===== config.mk =====
export PLATFORM = sky130hd
export DESIGN_NAME = uart_irq_ctrl
export DESIGN_NICKNAME = d
export VERILOG_FILES = /design/src/rtl/uirq_pkg.sv /design/src/rtl/uirq_status.sv /design/src/rtl/uirq_trig.sv /design/src/rtl/uirq_mask.sv /design/src/rtl/uirq_sticky.sv /design/src/rtl/uart_irq_ctrl.sv
export SDC_FILE = /design/constraint.sdc
export NUM_CORES = 1
export LEC_CHECK = 0
export ABC_AREA = 1
export BUFFER_PORTS_ARGS = -buffer_cell sky130_fd_sc_hd__buf_4
export CAP_MARGIN = 20
export CORE_MARGIN = 4
export CORE_UTILIZATION = 49
export CTS_BUF_LIST = sky130_fd_sc_hd__clkbuf_16
export DETAILED_ROUTE_END_ITERATION = 8
export GPL_TIMING_DRIVEN = 0
export PLACE_DENSITY = 0.76
export SETUP_SLACK_MARGIN = 0.4
export SLEW_MARGIN = 10
export SYNTH_ARGS = -nofsm -noshare
export SYNTH_HDL_FRONTEND = slang
export SYNTH_SLANG_ARGS = --single-unit

===== constraint.sdc =====
create_clock -name clk -period 1.19 [get_ports clk]
set_input_delay 0.0595 -clock clk [delete_from_list [all_inputs] [get_ports clk]]
set_output_delay 0.0595 -clock clk [all_outputs]
set_load 0.03 [all_outputs]

===== src/rtl/uirq_pkg.sv =====
package uirq_pkg;
  localparam int DW = 16;
  localparam int SW = 13;

  localparam int RAW_RXTRIG  = 0;
  localparam int RAW_RXEMPTY = 1;
  localparam int RAW_RXFULL  = 2;
  localparam int RAW_TXEMPTY = 3;
  localparam int RAW_TXFULL  = 4;
  localparam int RAW_TXTRIG  = 13;

  localparam int IS_TXTRIG   = 10;
  localparam int IS_RXOVR    = 5;
  localparam int IS_FRAME    = 6;
  localparam int IS_PARITY   = 7;
  localparam int IS_TIMEOUT  = 8;
  localparam int IS_MODEM    = 9;
  localparam int IS_TXOVF    = 12;

  typedef enum logic [2:0] {
    A_MASK_SET = 3'd0,
    A_MASK_CLR = 3'd1,
    A_MASK     = 3'd2,
    A_STICKY   = 3'd3,
    A_LIVE     = 3'd4,
    A_RXTRG    = 3'd5,
    A_TXTRG    = 3'd6,
    A_NONE     = 3'd7
  } reg_addr_e;

  typedef struct packed {
    logic tx_ovf;
    logic modem;
    logic timeout;
    logic parity;
    logic frame;
    logic rx_ovr;
  } evt_t;
endpackage


===== src/rtl/uirq_status.sv =====
module uirq_status
  import uirq_pkg::*;
#(
  parameter int DEPTH = 64,
  parameter int CW    = $clog2(DEPTH + 1)
) (
  input  logic [CW-1:0] rx_cnt,
  input  logic [CW-1:0] tx_cnt,
  input  logic [CW-1:0] rx_trig,
  input  logic [CW-1:0] tx_trig,
  output logic [DW-1:0] live
);
  localparam int NDIR = 2;
  localparam logic [CW-1:0] FULL_CNT = CW'(DEPTH);

  logic [CW-1:0] cnt  [NDIR];
  logic [CW-1:0] trig [NDIR];
  logic [NDIR-1:0] at_trig, is_empty, is_full;

  assign cnt[0]  = rx_cnt;
  assign cnt[1]  = tx_cnt;
  assign trig[0] = rx_trig;
  assign trig[1] = tx_trig;

  for (genvar d = 0; d < NDIR; d++) begin : g_dir
    assign at_trig[d]  = (cnt[d] >= trig[d]);
    assign is_empty[d] = (cnt[d] == '0);
    assign is_full[d]  = (cnt[d] == FULL_CNT);
  end

  always_comb begin
    live              = '0;
    live[RAW_RXTRIG]  = at_trig[0];
    live[RAW_RXEMPTY] = is_empty[0];
    live[RAW_RXFULL]  = is_full[0];
    live[RAW_TXEMPTY] = is_empty[1];
    live[RAW_TXFULL]  = is_full[1];
    live[RAW_TXTRIG]  = at_trig[1];
  end
endmodule


===== src/rtl/uirq_trig.sv =====
module uirq_trig #(
  parameter int CW         = 7,
  parameter int TRIG_RESET = 32
) (
  input  logic          clk,
  input  logic          rst_n,
  input  logic [1:0]    we,
  input  logic [CW-1:0] wdata,
  output logic [CW-1:0] rx_trig,
  output logic [CW-1:0] tx_trig
);
  localparam logic [CW-1:0] RST_VAL = CW'(TRIG_RESET);

  logic [CW-1:0] lvl_q [2];
  logic [CW-1:0] lvl_d [2];

  for (genvar i = 0; i < 2; i++) begin : g_lvl
    always_comb begin
      lvl_d[i] = lvl_q[i];
      if (we[i]) lvl_d[i] = wdata;
    end

    always_ff @(posedge clk or negedge rst_n) begin
      if (!rst_n) lvl_q[i] <= RST_VAL;
      else        lvl_q[i] <= lvl_d[i];
    end
  end

  assign rx_trig = lvl_q[0];
  assign tx_trig = lvl_q[1];

  a_r9_trig_hold: assert property (@(posedge clk) disable iff (!rst_n)
    ($past(rst_n) && !$past(we[0])) |-> (lvl_q[0] == $past(lvl_q[0])));
endmodule


===== src/rtl/uirq_mask.sv =====
module uirq_mask
  import uirq_pkg::*;
(
  input  logic          clk,
  input  logic          rst_n,
  input  logic          set_we,
  input  logic          clr_we,
  input  logic [SW-1:0] wdata,
  output logic [SW-1:0] mask
);
  logic [SW-1:0] mask_d;

  always_comb begin
    mask_d = mask;
    if (set_we) mask_d = mask_d | wdata;
    if (clr_we) mask_d = mask_d & ~wdata;
  end

  always_ff @(posedge clk or negedge rst_n) begin
    if (!rst_n) mask <= '0;
    else        mask <= mask_d;
  end

  a_r6_disable_clears: assert property (@(posedge clk) disable iff (!rst_n)
    ($past(rst_n) && $past(clr_we)) |-> ((mask & $past(wdata)) == '0));

  a_r6_idle_stable: assert property (@(posedge clk) disable iff (!rst_n)
    ($past(rst_n) && !$past(set_we) && !$past(clr_we)) |-> $stable(mask));
endmodule


===== src/rtl/uirq_sticky.sv =====
module uirq_sticky
  import uirq_pkg::*;
(
  input  logic          clk,
  input  logic          rst_n,
  input  logic [SW-1:0] set_vec,
  input  logic          clr_we,
  input  logic [SW-1:0] clr_data,
  output logic [SW-1:0] sticky
);
  logic [SW-1:0] keep;
  logic [SW-1:0] sticky_d;

  always_comb begin
    keep     = clr_we ? (sticky & ~clr_data) : sticky;
    sticky_d = keep | set_vec;
  end

  always_ff @(posedge clk or negedge rst_n) begin
    if (!rst_n) sticky <= '0;
    else        sticky <= sticky_d;
  end

  a_r3_bits_hold: assert property (@(posedge clk) disable iff (!rst_n)
    ($past(rst_n) && !$past(clr_we)) |-> ((sticky & $past(sticky)) == $past(sticky)));

  a_r5_set_beats_clear: assert property (@(posedge clk) disable iff (!rst_n)
    $past(rst_n) |-> ((sticky & $past(set_vec)) == $past(set_vec)));
endmodule


===== src/rtl/uart_irq_ctrl.sv =====
module uart_irq_ctrl
  import uirq_pkg::*;
#(
  parameter int DEPTH      = 64,
  parameter int TRIG_RESET = 32,
  parameter int CW         = $clog2(DEPTH + 1)
) (
  input  logic          clk,
  input  logic          rst_n,
  input  logic [CW-1:0] rx_count,
  input  logic [CW-1:0] tx_count,
  input  logic          evt_rx_overrun,
  input  logic          evt_frame_err,
  input  logic          evt_parity_err,
  input  logic          evt_rx_timeout,
  input  logic          evt_modem,
  input  logic          evt_tx_overflow,
  input  logic          reg_wr,
  input  logic [2:0]    reg_addr,
  input  logic [DW-1:0] reg_wdata,
  output logic [DW-1:0] reg_rdata,
  output logic          irq
);
  logic [1:0] rst_sync;
  logic       rst_q;

  always_ff @(posedge clk or negedge rst_n) begin
    if (!rst_n) rst_sync <= '0;
    else        rst_sync <= {rst_sync[0], 1'b1};
  end
  assign rst_q = rst_sync[1];

  reg_addr_e addr;
  assign addr = reg_addr_e'(reg_addr);

  logic we_mset, we_mclr, we_clr;
  logic [1:0] we_trig;
  always_comb begin
    we_mset    = reg_wr && (addr == A_MASK_SET);
    we_mclr    = reg_wr && (addr == A_MASK_CLR);
    we_clr     = reg_wr && (addr == A_STICKY);
    we_trig[0] = reg_wr && (addr == A_RXTRG);
    we_trig[1] = reg_wr && (addr == A_TXTRG);
  end

  logic [CW-1:0] rx_trig, tx_trig;
  logic [DW-1:0] live;
  logic [SW-1:0] mask, sticky, set_vec;
  evt_t          evt;

  uirq_trig #(.CW(CW), .TRIG_RESET(TRIG_RESET)) u_trig (
    .clk     (clk),
    .rst_n   (rst_q),
    .we      (we_trig),
    .wdata   (reg_wdata[CW-1:0]),
    .rx_trig (rx_trig),
    .tx_trig (tx_trig)
  );

  uirq_status #(.DEPTH(DEPTH), .CW(CW)) u_status (
    .rx_cnt  (rx_count),
    .tx_cnt  (tx_count),
    .rx_trig (rx_trig),
    .tx_trig (tx_trig),
    .live    (live)
  );

  assign evt = '{tx_ovf: evt_tx_overflow, modem: evt_modem, timeout: evt_rx_timeout,
                 parity: evt_parity_err, frame: evt_frame_err, rx_ovr: evt_rx_overrun};

  always_comb begin
    set_vec             = '0;
    set_vec[4:0]        = live[4:0];
    set_vec[IS_TXTRIG]  = live[RAW_TXTRIG];
    set_vec[IS_RXOVR]   = evt.rx_ovr;
    set_vec[IS_FRAME]   = evt.frame;
    set_vec[IS_PARITY]  = evt.parity;
    set_vec[IS_TIMEOUT] = evt.timeout;
    set_vec[IS_MODEM]   = evt.modem;
    set_vec[IS_TXOVF]   = evt.tx_ovf;
  end

  uirq_mask u_mask (
    .clk    (clk),
    .rst_n  (rst_q),
    .set_we (we_mset),
    .clr_we (we_mclr),
    .wdata  (reg_wdata[SW-1:0]),
    .mask   (mask)
  );

  uirq_sticky u_sticky (
    .clk      (clk),
    .rst_n    (rst_q),
    .set_vec  (set_vec),
    .clr_we   (we_clr),
    .clr_data (reg_wdata[SW-1:0]),
    .sticky   (sticky)
  );

  assign irq = |(mask & sticky);

  always_comb begin
    reg_rdata = '0;
    unique case (addr)
      A_MASK:   reg_rdata[SW-1:0] = mask;
      A_STICKY: reg_rdata[SW-1:0] = sticky;
      A_LIVE:   reg_rdata         = live;
      A_RXTRG:  reg_rdata[CW-1:0] = rx_trig;
      A_TXTRG:  reg_rdata[CW-1:0] = tx_trig;
      default:  reg_rdata         = '0;
    endcase
  end

  a_r7_no_mask_no_irq: assert property (@(posedge clk) disable iff (!rst_q)
    ($past(rst_q) && ($past(mask) == '0) && !$past(we_mset)) |-> !irq);

  a_r2_txtrig_latched: assert property (@(posedge clk) disable iff (!rst_q)
    ($past(rst_q) && $past(live[RAW_TXTRIG])) |-> sticky[IS_TXTRIG]);

  a_r8_quiet_in_reset: assert property (@(posedge clk)
    !rst_q |-> (!irq && (mask == '0) && (sticky == '0)));
endmodule


==> run summary <==
### Run status
- complete, but fails checks — outcome
- setup timing — violated checks

### Synthesis
- 38.68% — top-area cell type share of the netlist area
- 27 — count of different cell masters after synthesis
- 42 — synthesized flop and latch total
- dfrtp_1 — Synth area leader
- nand2_1, inv_1, o21ai_0 — list of most frequent post-synthesis cells
- 356 — synthesized netlist cell count
- nand2_1 — most numerous cell in the Yosys netlist
- dfrtp_1 — most used flip-flop cell after synthesis
- 0 — number of synthesized flops with an enable pin
- dfrtp_1, nand2_1, inv_1, o21ai_0, ha_1 — top cells by area in the synthesized netlist
- 7.268 µm² — Post-Syn Area per Cell
- 100.0% — post-synthesis async set-or-reset flop share
- 0 — Synth Warn #
- 40.72% — part of the Yosys area used for sequential elements
- 2587 µm² — area of the mapped netlist

### Timing
- 0 — max-slew violation count
- -566.4 ps — post-layout worst setup margin
- 147.6% — Tcrit/Tclk final
- 0 — Final Hold Viols
- 56.74 ps — minimum hold slack
- 1756 ps — Period minus WS final
- 12 — final setup violating endpoints
- yes — setup repair after global routing missed its margin
- 63.89% — normalized max-slew margin
- 541.6 ps — slew at the pin closest to its max-slew limit
- 569.3 MHz — max frequency
- 6.479 ps — Clock Skew

### Critical path
- 2 — Buf+Inv Stages, Crit Path
- u_sticky.sticky[0] — endpoint of the worst register-to-register path
- flop — sort of element at the start of the critical path
- output port — category of the worst setup path capture point
- 2 — Max Fanout on Critical Path
- reg -> out — type of the worst setup path
- flip-flops — family of cells with the greatest summed delay on the critical path
- -420 ps — flop-to-flop setup slack
- inv_2 -> ha_4 -> nand2_4 -> nor2_2 -> nand2_1 -> nand2_1 -> nand2_2 -> nand2_4 -> buf_6 — chain of cells forming the critical path
- 1700 ps — Arr. time, crit path
- 10 — Worst Reg2Reg Path Length in Cells
- dfstp_2 — highest-delay cell along the critical path
- u_trig.rx_trig[5] — Crit Reg-Reg Startpoint
- 550 ps — Slowest Stage Delay on Critical Path
- 1130 ps — data required time of the worst path

### Die
- 50.66% — starting utilization of the core area
- 59 — # IOs
- 26 — row cnt
- 80.67 µm — die width
- 5107 µm² — core region area
- 6507 µm² — die area
- 80.67 µm — y dimension of the die

### Clock tree
- 5 — Num CTS Buffers
- 2 — deepest clock path buffer count
- 290 ps — Worst-Skew Late Latency
- clkbuf_16 — clk root buf
- 42 — sinks on the clock net
- built — CTS tree
- 60 ps — clk slew on worst S/H paths
- 2 — H-tree depth

### Hold path
- u_sticky.sticky[3] — terminating pin of the worst hold path
- in -> reg — worst hold path type
- tx_count[6] — beginning of the worst hold path
- 4 — Min-Delay Path Depth

### Global routing
- 11.63 mm — wire length of the first global-routing pass
- 2584 — vias in the first global route
- 41 — largest net degree at the start of global routing
- 0 — antenna violations before repair
- 0 — Remaining Overflow, GRT
- 23.60% — GRT Overall Usage

### Final layout
- 0 — antenna diode count
- 509 — Final Net Count
- 44.71% — share of cells above drive strength 1
- 524 — filler-free cell count of the finished design
- 1059 µm² — Reg area
- 60.44% — Layout area overhead
- 1582 µm² — area occupied by multi-input gates
- 81.28% — core occupancy in the finished layout
- 298 — number of filler instances in the final layout

### Route
- 4.431 mm — routed length on met2
- 5 — drt pass-1 iters
- 8.853 mm — total routed wirelength
- 5.410 — mean number of vias per cell
- 2835 — vias after detailed routing
- 0 — DRC violations left
- 3.392 mm — wire length the detailed router placed on met1
- 635 µm — Met3 Wirelength
- 0 — post-route antenna net violation count
- 16.90 µm — wire length per cell after detailed routing
- 270 — number of DRC violations after detailed-routing iteration 0
- met4 — Top Metal Used

### Place
- 52 — number of buffers added on ports
- 479 — post-placement cell count
- 0.8228 — last weighted congestion value of the routability-driven placer
- 5.031 mm — sum of net half-perimeters after detailed placement

### Power and ir drop
- 1246 nW/µm² — power density cells
- 0.0009482 V — worst supply voltage drop on vdd
- 5.173 mW — total chip power
- 2.068 nW — Leak

### Flow run
- 0 — max-cap violations

[cell usage in the layout, fill, tap and decap left out, types with 5 or more instances in the layout]
| master | Yosys | routed |
|---|---|---|
| o21ai_0 | 42 | 8 |
| nand2_4 | 1 | 9 |
| nand2_1 | 92 | 71 |
| buf_4 | 3 | 49 |
| nand3_2 | 0 | 5 |
| inv_2 | 1 | 20 |
| clkbuf_16 | 0 | 7 |
| o21ai_1 | 12 | 29 |
| nand2_2 | 0 | 12 |
| dfrtp_1 | 40 | 38 |
| dlygate4sd3_1 | 0 | 8 |
| ha_1 | 14 | 10 |
| o21ai_2 | 6 | 22 |
| buf_6 | 4 | 33 |
| nor2_4 | 1 | 7 |
| inv_1 | 74 | 52 |
| nor2_1 | 22 | 14 |
| nand3_1 | 14 | 6 |
[how the worst max path moves through the flow]
stage / startpoint / endpoint / slack [ps] / cells after the start
2_1_floorplan: u_trig.rx_trig[5] / reg_rdata[0] / -120 / 8
3_3_place_gp: u_trig.rx_trig[5] / reg_rdata[0] / -330 / 9
3_5_place_dp: u_trig.rx_trig[5] / reg_rdata[0] / -350 / 9
4_1_cts: u_trig.rx_trig[5] / reg_rdata[0] / -560 / 9
5_1_grt: u_trig.rx_trig[6] / reg_rdata[0] / -620 / 8
6_report: u_trig.rx_trig[5] / reg_rdata[0] / -570 / 9
[kinds of logic (layout without fill, tap and decap cells)]
family | after synthesis | count (layout) | synth area share (%)
and+or+nand+nor | 138 | 138 | 22.20
buffers and inverters | 85 | 182 | 14.07
AOI/OAI and AO/OA | 75 | 75 | 15.96
DFF | 42 | 42 | 40.72
adders and majority gates | 14 | 14 | 6.770
other | 2 | 3 | 0.2902
[final cells by class]
class | count | share of cell area (%)
buffer | 10 | 3.074
clock buffer | 5 | 3.014
clock inverter | 3 | 0.6028
inverter | 75 | 7.203
multi-input combinational | 230 | 38.10
sequential | 42 | 25.50
tap | 70 | 2.110
timing repair buffer | 89 | 20.40
[timing repair]
| action | 4_1_cts | 5_1_grt |
|---|---|---|
| hold buffers | 8 | 0 |
| endpoints found under the setup margin | 59 | 41 |
| buffers inserted | 9 | 18 |
| pin swaps | 19 | 31 |
| hold endpoints to repair | 9 | 0 |
| resized for setup | 35 | 101 |
| cloned | 0 | 2 |
[worst min-delay path, stage by stage]
cell	delay, ps
buf_4	100
inv_1	50
nand2_1	60
nand2_1	40
[per-stage QoR]
stage | setup WS [ps] | TNS, ps | area [µm²]
6_report | -566.4 | -2541 | 4151
5_1_grt | -624.3 | -3147 | 4151
4_1_cts | -559.4 | -2323 | 3650
3_5_place_dp | -347.5 | -860.1 | 3257
3_3_place_gp | -331.8 | -836.7 | 3257
2_1_floorplan | -121.0 | -261.8 | 2779
[power by group]
part	total (mW)	switching, mW	internal, mW	leakage (nW)
Combinational	1.88	1.02	0.864	1.52
Sequential	1.89	0.227	1.67	0.480
Clock	1.40	0.611	0.789	0.0704
[metal layers]
layer	track usage, %	vias up
met5	0	-
met4	7.770	0
met3	3.924	43
met2	40.40	150
met1	30.16	1337
li1	-	1305
(Power assumes the default switching activity.)
